### src/rtl/ect_pkg.sv
`timescale 1ns/1ps
package ect_pkg;

  typedef enum logic [1:0] {
    EDGE_OFF  = 2'b00,
    EDGE_RISE = 2'b01,
    EDGE_FALL = 2'b10,
    EDGE_BOTH = 2'b11
  } edge_mode_e;

  // Control register image, MSB first (bit 7 down to bit 0).
  typedef struct packed {
    logic       flag;      // 7: capture detected
    logic       clr;       // 6: write-1 clear, reads 0
    logic       irq_en;    // 5
    logic       cap_keep;  // 4: 1 = no clear on capture
    logic       cmp_keep;  // 3: 1 = no clear on compare match
    edge_mode_e mode;      // 2:1
    logic       spare;     // 0: stored, no function
  } ctrl_t;

  localparam logic [1:0] ADDR_CTRL = 2'd0;
  localparam logic [1:0] ADDR_CMP  = 2'd1;
  localparam logic [1:0] ADDR_CAP  = 2'd2;
  localparam logic [1:0] ADDR_CNT  = 2'd3;

  // Decides whether a sampled transition counts as a capture event.
  function automatic logic edge_hit(input edge_mode_e mode,
                                    input logic prev, input logic cur);
    logic rise;
    logic fall;
    rise = cur & ~prev;
    fall = prev & ~cur;
    case (mode)
      EDGE_RISE: edge_hit = rise;
      EDGE_FALL: edge_hit = fall;
      EDGE_BOTH: edge_hit = rise | fall;
      default:   edge_hit = 1'b0;
    endcase
  endfunction

endpackage

### src/rtl/ect_capture_input.sv
`timescale 1ns/1ps
module ect_capture_input
  import ect_pkg::*;
#(
  parameter int SYNC_STAGES = 2
) (
  input  logic       clk,
  input  logic       rst_n,
  input  logic       pin,
  input  edge_mode_e mode,
  output logic       cap_evt
);

  logic [SYNC_STAGES-1:0] sync_q;
  logic                   prev_q;
  logic                   cur;

  always_ff @(posedge clk or negedge rst_n) begin
    if (!rst_n) begin
      sync_q <= '0;
      prev_q <= 1'b0;
    end else begin
      sync_q <= {sync_q[SYNC_STAGES-2:0], pin};
      prev_q <= sync_q[SYNC_STAGES-1];
    end
  end

  assign cur     = sync_q[SYNC_STAGES-1];
  assign cap_evt = edge_hit(mode, prev_q, cur);

  // a disabled selection never yields an event
  a_r4_off_no_event: assert property (@(posedge clk) disable iff (!rst_n)
    (mode == EDGE_OFF) |-> !cap_evt);

  // with rising-only selection, an event implies the sampled level rose
  a_r4_rise_only: assert property (@(posedge clk) disable iff (!rst_n)
    (cap_evt && mode == EDGE_RISE) |=> prev_q);

endmodule

### src/rtl/ect_counter.sv
`timescale 1ns/1ps
module ect_counter #(
  parameter int CNT_W = 16
) (
  input  logic             clk,
  input  logic             rst_n,
  input  logic             cnt_en,
  input  logic [CNT_W-1:0] cmp_val,
  input  logic             cap_evt,
  input  logic             cap_keep,
  input  logic             cmp_keep,
  output logic [CNT_W-1:0] cnt_q,
  output logic             cmp_hit,
  output logic             clr_now
);

  function automatic logic [CNT_W-1:0] step(input logic [CNT_W-1:0] v,
                                            input logic en);
    return v + {{(CNT_W-1){1'b0}}, en};
  endfunction

  logic cap_clr;
  logic cmp_clr;

  assign cmp_hit = (cnt_q == cmp_val);
  assign cap_clr = cap_evt & ~cap_keep;
  assign cmp_clr = cmp_hit & ~cmp_keep;
  assign clr_now = cap_clr | cmp_clr;

  always_ff @(posedge clk or negedge rst_n) begin
    if (!rst_n)       cnt_q <= '0;
    else if (clr_now) cnt_q <= '0;
    else              cnt_q <= step(cnt_q, cnt_en);
  end

  a_r2_count_step: assert property (@(posedge clk) disable iff (!rst_n)
    (cnt_en && !clr_now) |=> (cnt_q == $past(cnt_q) + 1'b1));

  a_r2_hold: assert property (@(posedge clk) disable iff (!rst_n)
    (!cnt_en && !clr_now) |=> $stable(cnt_q));

  a_r3_cmp_clear: assert property (@(posedge clk) disable iff (!rst_n)
    (cmp_hit && !cmp_keep) |=> (cnt_q == '0));

  a_r6_cap_clear: assert property (@(posedge clk) disable iff (!rst_n)
    (cap_evt && !cap_keep) |=> (cnt_q == '0));

endmodule

### src/rtl/ect_ctrl_regs.sv
`timescale 1ns/1ps
module ect_ctrl_regs
  import ect_pkg::*;
(
  input  logic       clk,
  input  logic       rst_n,
  input  logic       wr_ctrl,
  input  logic [6:0] wr_bits,
  input  logic       cap_evt,
  output ctrl_t      ctrl_q
);

  logic       flag_q;
  logic       ie_q;
  logic       cap_keep_q;
  logic       cmp_keep_q;
  edge_mode_e mode_q;
  logic       spare_q;
  logic       clr_wr;

  assign clr_wr = wr_ctrl & wr_bits[6];

  always_ff @(posedge clk or negedge rst_n) begin
    if (!rst_n) begin
      ie_q       <= 1'b0;
      cap_keep_q <= 1'b0;
      cmp_keep_q <= 1'b0;
      mode_q     <= EDGE_OFF;
      spare_q    <= 1'b0;
    end else if (wr_ctrl) begin
      ie_q       <= wr_bits[5];
      cap_keep_q <= wr_bits[4];
      cmp_keep_q <= wr_bits[3];
      mode_q     <= edge_mode_e'(wr_bits[2:1]);
      spare_q    <= wr_bits[0];
    end
  end

  // set has priority over software clear
  always_ff @(posedge clk or negedge rst_n) begin
    if (!rst_n)       flag_q <= 1'b0;
    else if (cap_evt) flag_q <= 1'b1;
    else if (clr_wr)  flag_q <= 1'b0;
  end

  always_comb begin
    ctrl_q          = '0;
    ctrl_q.flag     = flag_q;
    ctrl_q.clr      = 1'b0;
    ctrl_q.irq_en   = ie_q;
    ctrl_q.cap_keep = cap_keep_q;
    ctrl_q.cmp_keep = cmp_keep_q;
    ctrl_q.mode     = mode_q;
    ctrl_q.spare    = spare_q;
  end

  a_r8_set_wins: assert property (@(posedge clk) disable iff (!rst_n)
    cap_evt |=> flag_q);

  a_r7_clear: assert property (@(posedge clk) disable iff (!rst_n)
    (clr_wr && !cap_evt) |=> !flag_q);

  a_r7_no_clear: assert property (@(posedge clk) disable iff (!rst_n)
    (!clr_wr && flag_q) |=> flag_q);

endmodule

### src/rtl/edge_capture_timer.sv
`timescale 1ns/1ps
module edge_capture_timer
  import ect_pkg::*;
#(
  parameter int CNT_W = 16
) (
  input  logic             clk,
  input  logic             rst_n,
  input  logic [1:0]       bus_addr,
  input  logic             bus_wr,
  input  logic [CNT_W-1:0] bus_wdata,
  output logic [CNT_W-1:0] bus_rdata,
  input  logic             cap_pin,
  input  logic             cnt_en,
  output logic             irq
);

  localparam int CTRL_W = $bits(ctrl_t);
  localparam int PAD_W  = CNT_W - CTRL_W;

  ctrl_t            ctrl;
  logic             cap_evt;
  logic             cmp_hit;
  logic             clr_now;
  logic [CNT_W-1:0] cnt_q;
  logic [CNT_W-1:0] cmp_q;
  logic [CNT_W-1:0] cap_q;
  logic             wr_ctrl;
  logic             wr_cmp;

  assign wr_ctrl = bus_wr && (bus_addr == ADDR_CTRL);
  assign wr_cmp  = bus_wr && (bus_addr == ADDR_CMP);

  ect_capture_input #(.SYNC_STAGES(2)) u_cap_in (
    .clk     (clk),
    .rst_n   (rst_n),
    .pin     (cap_pin),
    .mode    (ctrl.mode),
    .cap_evt (cap_evt)
  );

  ect_ctrl_regs u_ctrl (
    .clk     (clk),
    .rst_n   (rst_n),
    .wr_ctrl (wr_ctrl),
    .wr_bits (bus_wdata[6:0]),
    .cap_evt (cap_evt),
    .ctrl_q  (ctrl)
  );

  ect_counter #(.CNT_W(CNT_W)) u_cnt (
    .clk      (clk),
    .rst_n    (rst_n),
    .cnt_en   (cnt_en),
    .cmp_val  (cmp_q),
    .cap_evt  (cap_evt),
    .cap_keep (ctrl.cap_keep),
    .cmp_keep (ctrl.cmp_keep),
    .cnt_q    (cnt_q),
    .cmp_hit  (cmp_hit),
    .clr_now  (clr_now)
  );

  always_ff @(posedge clk or negedge rst_n) begin
    if (!rst_n)      cmp_q <= '1;
    else if (wr_cmp) cmp_q <= bus_wdata;
  end

  always_ff @(posedge clk or negedge rst_n) begin
    if (!rst_n)       cap_q <= '0;
    else if (cap_evt) cap_q <= cnt_q;
  end

  always_comb begin
    case (bus_addr)
      ADDR_CTRL: bus_rdata = {{PAD_W{1'b0}}, ctrl};
      ADDR_CMP:  bus_rdata = cmp_q;
      ADDR_CAP:  bus_rdata = cap_q;
      default:   bus_rdata = cnt_q;
    endcase
  end

  assign irq = ctrl.irq_en & ctrl.flag;

  // the capture register holds the counter value of the event cycle
  a_r5_cap_latch: assert property (@(posedge clk) disable iff (!rst_n)
    cap_evt |=> (cap_q == $past(cnt_q)));

  // the capture register only moves on an event
  a_r5_cap_stable: assert property (@(posedge clk) disable iff (!rst_n)
    !cap_evt |=> $stable(cap_q));

  // a new request needs the enable at that moment
  a_r9_irq_enable: assert property (@(posedge clk) disable iff (!rst_n)
    $rose(irq) |-> ctrl.irq_en);

  // a masked match never clears the counter on its own
  a_r3_keep: assert property (@(posedge clk) disable iff (!rst_n)
    (cmp_hit && ctrl.cmp_keep && !cap_evt && cnt_en) |=> (cnt_q == $past(cnt_q) + 1'b1));

endmodule

### config.mk
export PLATFORM = sky130hd
export DESIGN_NAME = edge_capture_timer
export DESIGN_NICKNAME = d
export VERILOG_FILES = /design/src/rtl/ect_pkg.sv /design/src/rtl/ect_capture_input.sv /design/src/rtl/ect_counter.sv /design/src/rtl/ect_ctrl_regs.sv /design/src/rtl/edge_capture_timer.sv
export SDC_FILE = /design/constraint.sdc
export NUM_CORES = 1
export LEC_CHECK = 0
export BUFFER_PORTS_ARGS = -buffer_cell sky130_fd_sc_hd__buf_2
export CAP_MARGIN = 20
export CORE_MARGIN = 5
export CORE_UTILIZATION = 52
export DETAILED_ROUTE_END_ITERATION = 8
export PLACE_DENSITY = 0.83
export SLEW_MARGIN = 0
export SYNTH_ARGS = -nofsm -noshare
export SYNTH_HDL_FRONTEND = slang
export SYNTH_SLANG_ARGS = --single-unit
### constraint.sdc
create_clock -name clk -period 1.85 [get_ports clk]
set_input_delay 0.37 -clock clk [delete_from_list [all_inputs] [get_ports clk]]
set_output_delay 0.37 -clock clk [all_outputs]
set_load 0.005 [all_outputs]
==> results.ini <==
[timing]
fin_skew_ps = 6.66
rsz0062_at_grt = no
max_slew_margin = 0.494
setup_viol = 0
timing.hold.ws_ps = 14.4
hold_violations = 0
min_period_over_period = 0.977
period_minus_slack_ps = 1810
drv_slew = 0
fmax_mhz = 553
tightestPinTransition_ps = 758

[die]
fp.dieW_um = 86.8
coreArea_um2 = 5820
die_h_um = 86.8
die_area_um2 = 7530
num_io_pins = 40
rows = 28
start_util = 0.527

[synth]
synth_commonest_cells = mux2_2 (47), dfrtp_1 (42), xnor2_1 (28), dfstp_2 (16), a211oi_1 (14)
async_flop_share = 1.00
yosysSeqAreaShare = 0.480
synth.avg_cell_area_um2 = 13.2
synth_simple_gate_area_frac = 0.0837
yosysUniqueCellTypes = 30
synthAdderAreaFrac = 0.0163
synth_xor_area_frac = 0.0857
syn-instance-count = 233
synth_edf_count = 0
synth_warnings = 0
syn_nets = 260
yosysMostFrequentCell = mux2_2
synthMuxAreaShare = 0.224
synth_compound_area_frac = 0.0739
netlist_top_cells_area = dfrtp_1 (34%), mux2_2 (17%), dfstp_2 (14%), xnor2_1 (8.0%), mux4_2 (5.1%)
yosysTopAreaCell = dfrtp_1
synth-main-ff-cell = dfrtp_1
synth_top_area_frac = 0.343
syn_area_um2 = 3060
synth_top_family_by_area = multiplexers
ys_ff_latch = 58

[pwr]
p_leak_nw = 1.56
power_density_nw_per_um2 = 1040
p_total_mw = 3.74
vdd_ir_drop_max_mv = 0.611

[routing]
ant_nets = 0
vias = 2045
wire_per_inst_um = 18.3
drt_iter0_drc = 102
first_pass_iters = 5
drc = 0
via_per_inst = 5.70
wl_um = 6570

[cts]
root_buffer = clkbuf_8
path_clk_slew_ps = 60
hold_buffers = 0
htree_levels = 3
cts_sinks = 58
numCtsBuffers = 9
clkLatencyLatePin_ps = 340
cts_tree = yes
ctsLongestPathBuffers = 2

[setup_path]
reg2reg_setup_slack_ps = 120
worst_setup_path_start_kind = flop
critPathKind = reg2out
critPathRequiredTime_ps = 1480
arrival_ps = 1440
path_max_fanout = 7
end_kind = output pin

[cells_and_area]
nets = 306
drive_above_1_share = 0.532
final_util = 0.622
n_antenna_cell = 0
area_growth_syn_to_layout_pct = 18.0

[grt]
grt.total_usage = 0.194
antenna_found_initial = 0
grt_pass1_wl_um = 11200
grt_start_max_net_pins = 59
grt_pass1_vias = 2262
grt-ovfl-total = 0

[run]
drv_cap = 0

[status]
status = completed

[placed_design]
hpwl_um = 4640
place.port_buffers = 39
gp_congestion = 0.806

[hold_path]
hold_path.class = in2async

-- layout by cell type, fill, tap and decap left out, types with 3 or more instances in the layout --
cell type  synthesis  final
nor2_1             5      4
buf_4              0      9
nand2_1            5      5
xnor2_1           28     28
ha_1               4      3
inv_1              7      7
nor3_1             4      4
mux4_2             7      7
nor2b_1            3      3
dfrtp_2            0      5
nand3_1            5      5
a211oi_1          14     14
mux2_2            47     47
nand4_1            5      5
dfstp_2           16     16
clkinv_2           0      3
buf_12             0      3
buf_2             10     38
clkbuf_8           0     10
a22o_1             9      9
dfrtp_1           42     37
-- per-layer routing --
metal	share of wire	vias to the layer above	wire length [um]	global-route usage
met1	0.42	1036	2730	0.233
met3	0.058	8	380	0.0561
met2	0.51	55	3370	0.332
li1	-	946	-	-
met5	0	-	0	0
met4	0.013	0	85	0.0708
-- kinds of logic (layout without fill, tap and decap cells) --
kind of cell / Yosys count / count (layout)
xor+xnor: 30 / 30
buf+inv: 22 / 73
compound gates: 28 / 28
fa+ha+maj: 4 / 4
mux: 54 / 54
flops: 58 / 58
simple gates: 37 / 37
-- state kept, by name, summed over array words and instances, names as in the netlist, 2 cells and up --
| register | flops |
|---|---|
| u_cnt.cnt_q | 16 |
| u_cap_in.sync_q | 2 |
| u_ctrl.mode_q | 2 |
| cap_q | 16 |
| cmp_q | 16 |
-- cell type report --
class                   instances  area [um2]
fillers                       464        2200
well taps                      75        93.8
clock buffers                  11         141
inverters                       7        26.3
multi-input cells             153        1500
clock inverters                 5        53.8
flip-flops and latches         58        1480
repair buffers                 50         318
-- metrics by stage --
| stage | instance area, um2 | setup TNS, ps | setup WS (ps) | cells |
|---|---|---|---|---|
| floorplan | 3060 | 0 | 109 | 233 |
| global placement | 3390 | -200 | -44.6 | 343 |
| detailed placement | 3390 | -226 | -43.1 | 343 |
| CTS | 3590 | 0 | 7.03 | 359 |
| global route | 3610 | 0 | 2.10 | 359 |
| finish | 3610 | 0 | 43.1 | 359 |
-- critical path: stages, from the launching register on --
cell     delay, ps
dfrtp_1        470
mux2_2         310
a22o_1         200
buf_2          130
-- final timing paths --
path,from,end,depth (start not counted)
min,rst_n,u_cnt.cnt_q[8],2
max in group asynchronous,rst_n,cmp_q[3],2
max reg2reg,u_cnt.cnt_q[0],u_cnt.cnt_q[14],6
min in group clk,cap_pin,u_cap_in.sync_q[0],1
max,u_cnt.cnt_q[9],bus_rdata[9],3
min reg2reg,u_cap_in.sync_q[0],u_cap_in.sync_q[1],0
-- power breakdown --
part           leakage [nW]  switching, mW  total (mW)  internal (mW)
logic                 0.742          0.394       0.849          0.455
clock network         0.103          0.503        1.16          0.654
registers             0.712          0.214        1.74           1.52
-- timing repair --
action | in CTS | in global routing
setup buffers | 0 | 0
setup endpoints to repair | 17 | 5
gates resized for setup | 2 | 8
pin swaps | 0 | 0
Power figures use the tool's default switching activity.
